**config.mk**
```make
export PLATFORM = sky130hd
export DESIGN_NAME = ecc_result_reg
export DESIGN_NICKNAME = d
export VERILOG_FILES = /design/src/rtl/ecc_chk_pkg.sv /design/src/rtl/ecc_result_reg.sv
export SDC_FILE = /design/constraint.sdc
export NUM_CORES = 1
export LEC_CHECK = 0
export BUFFER_PORTS_ARGS = -buffer_cell sky130_fd_sc_hd__buf_2
export CAP_MARGIN = 5
export CORE_UTILIZATION = 30
export CTS_CLUSTER_SIZE = 28
export DETAILED_ROUTE_END_ITERATION = 6
export PLACE_DENSITY = 0.54
export SLEW_MARGIN = 10
export SYNTH_ARGS = -nofsm -noshare
export SYNTH_HDL_FRONTEND = slang
export SYNTH_SLANG_ARGS = --single-unit
export TNS_END_PERCENT = 5
```
**constraint.sdc**
```tcl
create_clock -name clk -period 1.27 [get_ports clk]
set_clock_uncertainty 0.2 [all_clocks]
set_input_delay 0.3175 -clock clk [delete_from_list [all_inputs] [get_ports clk]]
set_output_delay 0.3175 -clock clk [all_outputs]
set_load 0.02 [all_outputs]
```
**src/rtl/ecc_chk_pkg.sv**
```systemverilog
package ecc_chk_pkg;

    localparam int CODE_W     = 24;
    localparam int SYN_W      = 24;
    localparam int OFS_W      = 9;
    localparam int BIT_W      = 3;
    localparam int FIX_WEIGHT = 12;
    localparam int WGT_W      = $clog2(SYN_W + 1);

    typedef enum logic [1:0] {
        ST_CLEAN = 2'd0,
        ST_FIXED = 2'd1,
        ST_FATAL = 2'd2
    } chk_status_e;

    typedef struct packed {
        logic [7:0] hi;   // byte 2
        logic [7:0] mid;  // byte 1
        logic [7:0] lo;   // byte 0
    } code_t;

    typedef struct packed {
        chk_status_e       status;
        logic [OFS_W-1:0]  byte_ofs;
        logic [BIT_W-1:0]  bit_idx;
    } verdict_t;

    // Regroup a raw code into interleaved even/odd parity pairs.
    // The raw layout keeps the even groups 0..7 in byte 0, the odd
    // groups 0..7 in byte 1, and the even/odd groups 8..11 in the low
    // and high nibbles of byte 2. The result pairs them as
    //   lo  = groups 3..6, mid = groups 7..10, hi = groups 11, 0..2.
    // The format calls for an inversion after regrouping and another
    // one before comparison; the two cancel, so neither appears here.
    function automatic code_t to_plane(code_t c);
        code_t p;
        p.lo  = {c.mid[6], c.lo[6], c.mid[5], c.lo[5],
                 c.mid[4], c.lo[4], c.mid[3], c.lo[3]};
        p.mid = {c.hi[6],  c.hi[2], c.hi[5],  c.hi[1],
                 c.hi[4],  c.hi[0], c.mid[7], c.lo[7]};
        p.hi  = {c.mid[2], c.lo[2], c.mid[1], c.lo[1],
                 c.mid[0], c.lo[0], c.hi[7],  c.hi[3]};
        return p;
    endfunction

    // Reorder a regrouped difference so that bit 2k is the even and
    // bit 2k+1 the odd parity of group k.
    function automatic logic [SYN_W-1:0] order_syndrome(code_t x);
        return {x.hi[1:0], x.mid, x.lo, x.hi[7:2]};
    endfunction

endpackage

```
**src/rtl/ecc_result_reg.sv**
```systemverilog
module ecc_result_reg
    import ecc_chk_pkg::*;
#(
    parameter int BLK_W = 2
)(
    input  logic              clk,
    input  logic              rst,
    input  logic              run,
    input  logic [BLK_W-1:0]  idx,
    input  logic              cur_last,
    input  verdict_t          verdict,
    output logic              res_valid,
    output logic [1:0]        res_status,
    output logic [BLK_W-1:0]  res_blk,
    output logic [OFS_W-1:0]  fix_byte,
    output logic [BIT_W-1:0]  fix_bit,
    output logic              fix_strobe,
    output logic              res_last
);

    always_ff @(posedge clk) begin
        if (rst) begin
            res_valid  <= 1'b0;
            res_status <= ST_CLEAN;
            res_blk    <= '0;
            fix_byte   <= '0;
            fix_bit    <= '0;
            fix_strobe <= 1'b0;
            res_last   <= 1'b0;
        end else begin
            res_valid  <= run;
            fix_strobe <= run && (verdict.status == ST_FIXED);
            res_last   <= run && (cur_last || verdict.status == ST_FATAL);
            if (run) begin
                res_status <= verdict.status;
                res_blk    <= idx;
                fix_byte   <= verdict.byte_ofs;
                fix_bit    <= verdict.bit_idx;
            end
        end
    end

    // a correction strobe only accompanies a corrected result.
    p_fix_is_fixed_r3: assert property (@(posedge clk) disable iff (rst)
        fix_strobe |-> (res_valid && res_status == ST_FIXED));

    // an uncorrectable result always closes the walk.
    p_fatal_closes_r8: assert property (@(posedge clk) disable iff (rst)
        (res_valid && res_status == ST_FATAL) |-> res_last);

    // nothing follows the closing result.
    p_quiet_after_last_r8: assert property (@(posedge clk) disable iff (rst)
        res_last |=> !res_valid);

    // results of one walk arrive back to back in ascending order.
    p_blk_step_r7: assert property (@(posedge clk) disable iff (rst)
        (res_valid && !res_last) |=> (res_valid && res_blk == $past(res_blk) + BLK_W'(1)));

endmodule

```
# After elaboration in Yosys (flattened, before gate mapping)
# Index checks and enable logic that the tools add are counted.
# word_totals
ff_bits	19
inputBits	20
# classes
n_eq_ne	2
n_reduce_logical	3
# op_table
cell	count
== test 2 x 1 -> 1 bit (second input constant)	1
== test 2 bit (second input constant)	1
logical AND 1 bit	2
logical OR 1 bit	1

# Longest topological paths before layout
# logic_depth
word_depth	3
depth_mapped	4
mapped_depth_nobuf	2

# Worst setup path after synthesis
# OpenSTA, ideal clock, no wires.
# synth_timing
path_type	input-to-reg
from	in run
to	reg fix_bit[0]
setup_time_ns	0.126
path_slack_ns	0.157
arrival_ns	0.787
cell_stages	4
n_path_buf	2
required_ns	0.944
cell_sequence	buf_6 buf_12 mux2i_1 nor2_1
# synth_rtl
item	line	rtl
from (decl)	ecc_result_reg.sv:8	input logic run,
to (signal assigned)	ecc_result_reg.sv:38	fix_bit <= verdict.bit_idx;
to (decl)	ecc_result_reg.sv:16	output logic [BIT_W-1:0] fix_bit,

# Final worst setup path
# layout_timing
from	reg res_status[0]
to	out res_status[0]
# layout_rtl
item	line	rtl
from (decl)	ecc_result_reg.sv:13	output logic [1:0] res_status,
from (signal assigned)	ecc_result_reg.sv:35	res_status <= verdict.status;
# No word-level cell between the ends.

==> run summary <==
* **outcome** complete, but fails checks
* **violations in the final reports** negative setup slack
* **power density relative to cell area** 1092 mW/mm^2
* **kind of cell adding the most delay to the critical path** flip-flops
* **post-synthesis cell area** 691.9 um^2
* **WP data required** 0.75 ns
* **number of storage elements in the synthesis netlist** 19
* **count of buffers from port buffering** 38
* **mean cell area of the mapped netlist** 11.73 um^2
* **height of the die** 50.03 um
* **ant diodes** 0
* **CP startpoint kind** flip-flop
* **number of hold violations in the final report** 0
* **cell with the largest stage delay on the worst path** dfxtp_2
* **pins over their slew limit** 0
* **clk sink count** 19
* **Synth cell types** 10
* **sequential cell area fraction in the yosys report** 54.97%
* **met2 routing resource usage after global routing** 20.67%
* **starting density of the core** 31.58%
* **Max stage delay on crit path** 0.36 ns
* **unrepaired setup endpoints after global routing** true
* **row count** 17
* **final worst slack** -0.007165 ns
* **cells along the critical path** buf_6
* **aggregate negative setup slack** -0.007165 ns
* **measured slew at the worst slew-check pin** 0.1988 ns
* **met3 usage** 3.704%
* **fin crit share** 100.6%
* **clock-pin slew on the worst setup and hold paths** 0.10 ns
* **Die X-Extent** 50.03 um
* **total iterations of the first detailed-routing run** 3
* **count of maximum capacitance violations** 0
* **final setup violation count** 1
* **worst-case register-to-register setup slack** 0.44 ns
* **Final Cell Area** 0.001092 mm^2
* **global-route wire length before repair** 2263 um
* **arrival time at the worst endpoint** 0.76 ns
* **instance count of the mapped netlist** 59
* **Total Die Area** 0.002503 mm^2
* **number of top-level pins** 39
* **Detailed Route WL** 1387 um
* **vias after detailed routing** 546
* **CTS Buf Count** 3
* **logic depth of the worst setup path including buffers** 1
* **worst min-delay path category** in2reg
* **number of antenna-violating nets in the routed design** 0
* **via count of the first global-routing pass** 551
* **fraction of final layout cells with drive strength greater than 1** 65.00%
* **CTS tree** yes
* **clock root buffer master** clkbuf_4
* **most heavily used metal layer in global routing** met2
* **buffers from clock root to sink, at most** 2
* **type of the setup path with the least slack** reg2out
* **drt initial violations** 1
* **leak pwr** 0.5431 nW
* **R2R cell count** 2
* **half-perimeter wire length of the detailed placement result** 984.9 um
* **DRC violation count after routing** 0
* **maximum vdd ir drop** 0.0005668 V
* **Floorplan Core Area** 0.002191 mm^2
* **routed wire length per instance** 10.84 um
* **hold-fix buffers at CTS** 0
* **Max Fanout on Critical Path** 2
* **Place WS** 0.09594 ns
* **overall overflow remaining after global route** 0
* **Critical Path End Type** output pin
* **All-Layer GR Usage** 12.33%
* **Cells after DPL** 124
* **Crit. Startpoint** res_status[0]
* **initial antenna violation count** 0
* **worst r2r dst** res_status[0]
* **post-layout min period** 1.277 ns
* **pin count of the biggest net entering global routing** 12
* **fin nets** 121
* **GP Congestion** 0.6047
* **number of fill cells** 211
* **global routing usage on met1** 12.99%
* **net count of the mapped netlist** 79
* **mean number of vias per cell** 4.266
* **Synth-to-Final Area Change** 57.87%
* **warning count from the yosys run** 0
* **Clock Latency Late Sink** 0.29 ns
* **Final Instance Count excl. Fillers** 128
* **Buf/Inv on CP** 1
* **Relative slew margins** 86.75%
* **highest clock rate** 0.7830 GHz
* **launch instance of the worst register-to-register path** res_status[0]
* **cell area after placement** 922.1 um^2
* **Setup crit end** res_status[0]
* **number of levels the H-tree was split into** 1
-- layer usage --
metal  wire length (um)  share of wire (%)
met1                579                 42
met4                 12               0.87
met5                  0                  0
met3                115                8.3
met2                678                 49
-- repair_timing --
action,CTS,global route
gates resized for setup,57,0
buffers inserted,0,0
pin swaps,0,0
endpoints found under the setup margin,19,19
-- cell type report --
cell class | count | area, um^2 | area share (%)
Clock inverter | 1 | 5.005 | 0.4582
Sequential cell | 19 | 404.1 | 37.00
Clock buffer | 3 | 22.52 | 2.062
Multi-Input combinational cell | 36 | 256.5 | 23.48
Tap cell | 28 | 35.03 | 3.207
Timing Repair Buffer | 41 | 369.1 | 33.79
-- power breakdown --
group,switching (mW),internal (mW)
clock network,0.178,0.117
registers,0.0222,0.637
logic,0.105,0.134
-- placed cells by master, fill, tap and decap left out --
| cell | Yosys | layout |
|---|---|---|
| clkinv_2 | 0 | 1 |
| buf_2 | 0 | 19 |
| o21a_1 | 1 | 1 |
| nor2b_1 | 1 | 1 |
| buf_12 | 1 | 3 |
| buf_6 | 2 | 19 |
| clkbuf_4 | 0 | 3 |
| mux2i_1 | 16 | 16 |
| and3b_1 | 1 | 1 |
| nor2b_4 | 1 | 1 |
| nor2_1 | 16 | 16 |
| dfxtp_2 | 0 | 19 |
-- how the worst min path moves through the flow --
stage             endpoint  cells after the start   startpoint  slack, ns
2_1_floorplan     res_last                      1     cur_last       0.24
6_report          res_last                      2     cur_last       0.04
4_1_cts           res_last                      2     cur_last       0.03
3_3_place_gp   fix_byte[8]                      2  fix_byte[8]       0.27
3_5_place_dp   fix_byte[1]                      2  fix_byte[1]       0.28
5_1_grt           res_last                      2     cur_last       0.01
-- cells in the mapped netlist --
cell type | n | area, um^2
nor2b_1 | 1 | 6.260
mux2i_1 | 16 | 160.2
buf_6 | 2 | 22.52
o21a_1 | 1 | 7.510
and3b_1 | 1 | 8.760
dfxtp_1 | 19 | 380.4
nor2b_4 | 1 | 13.76
nor2_1 | 16 | 60.06
buf_12 | 1 | 20.02
dlymetal6s2s_1 | 1 | 12.51
-- sequential cells by signal (all words and copies together) (netlist names) --
signal      count
res_blk         2
fix_byte        9
res_status      2
res_last        1
fix_bit         3
fix_strobe      1
res_valid       1
-- logic make-up after synthesis --
logic type,Yosys count,synth area share [%]
buf+inv,4,7.956
simple gates,19,12.84
mux,16,23.15
compound gates,1,1.085
flops,19,54.97
-- per-stage QoR --
stage / power [mW] / hold slack, ns / utilization [%]
final: 1.193 / 0.03992 / 49.86
after global routing: 1.261 / 0.01330 / 49.86
after CTS: 1.220 / 0.03279 / 49.86
after global placement: 0.8567 / 0.2697 / 42.09
after detailed placement: 0.8597 / 0.2795 / 42.09
after floorplan: 0.7809 / 0.2413 / -
(Power assumes the default switching activity.)
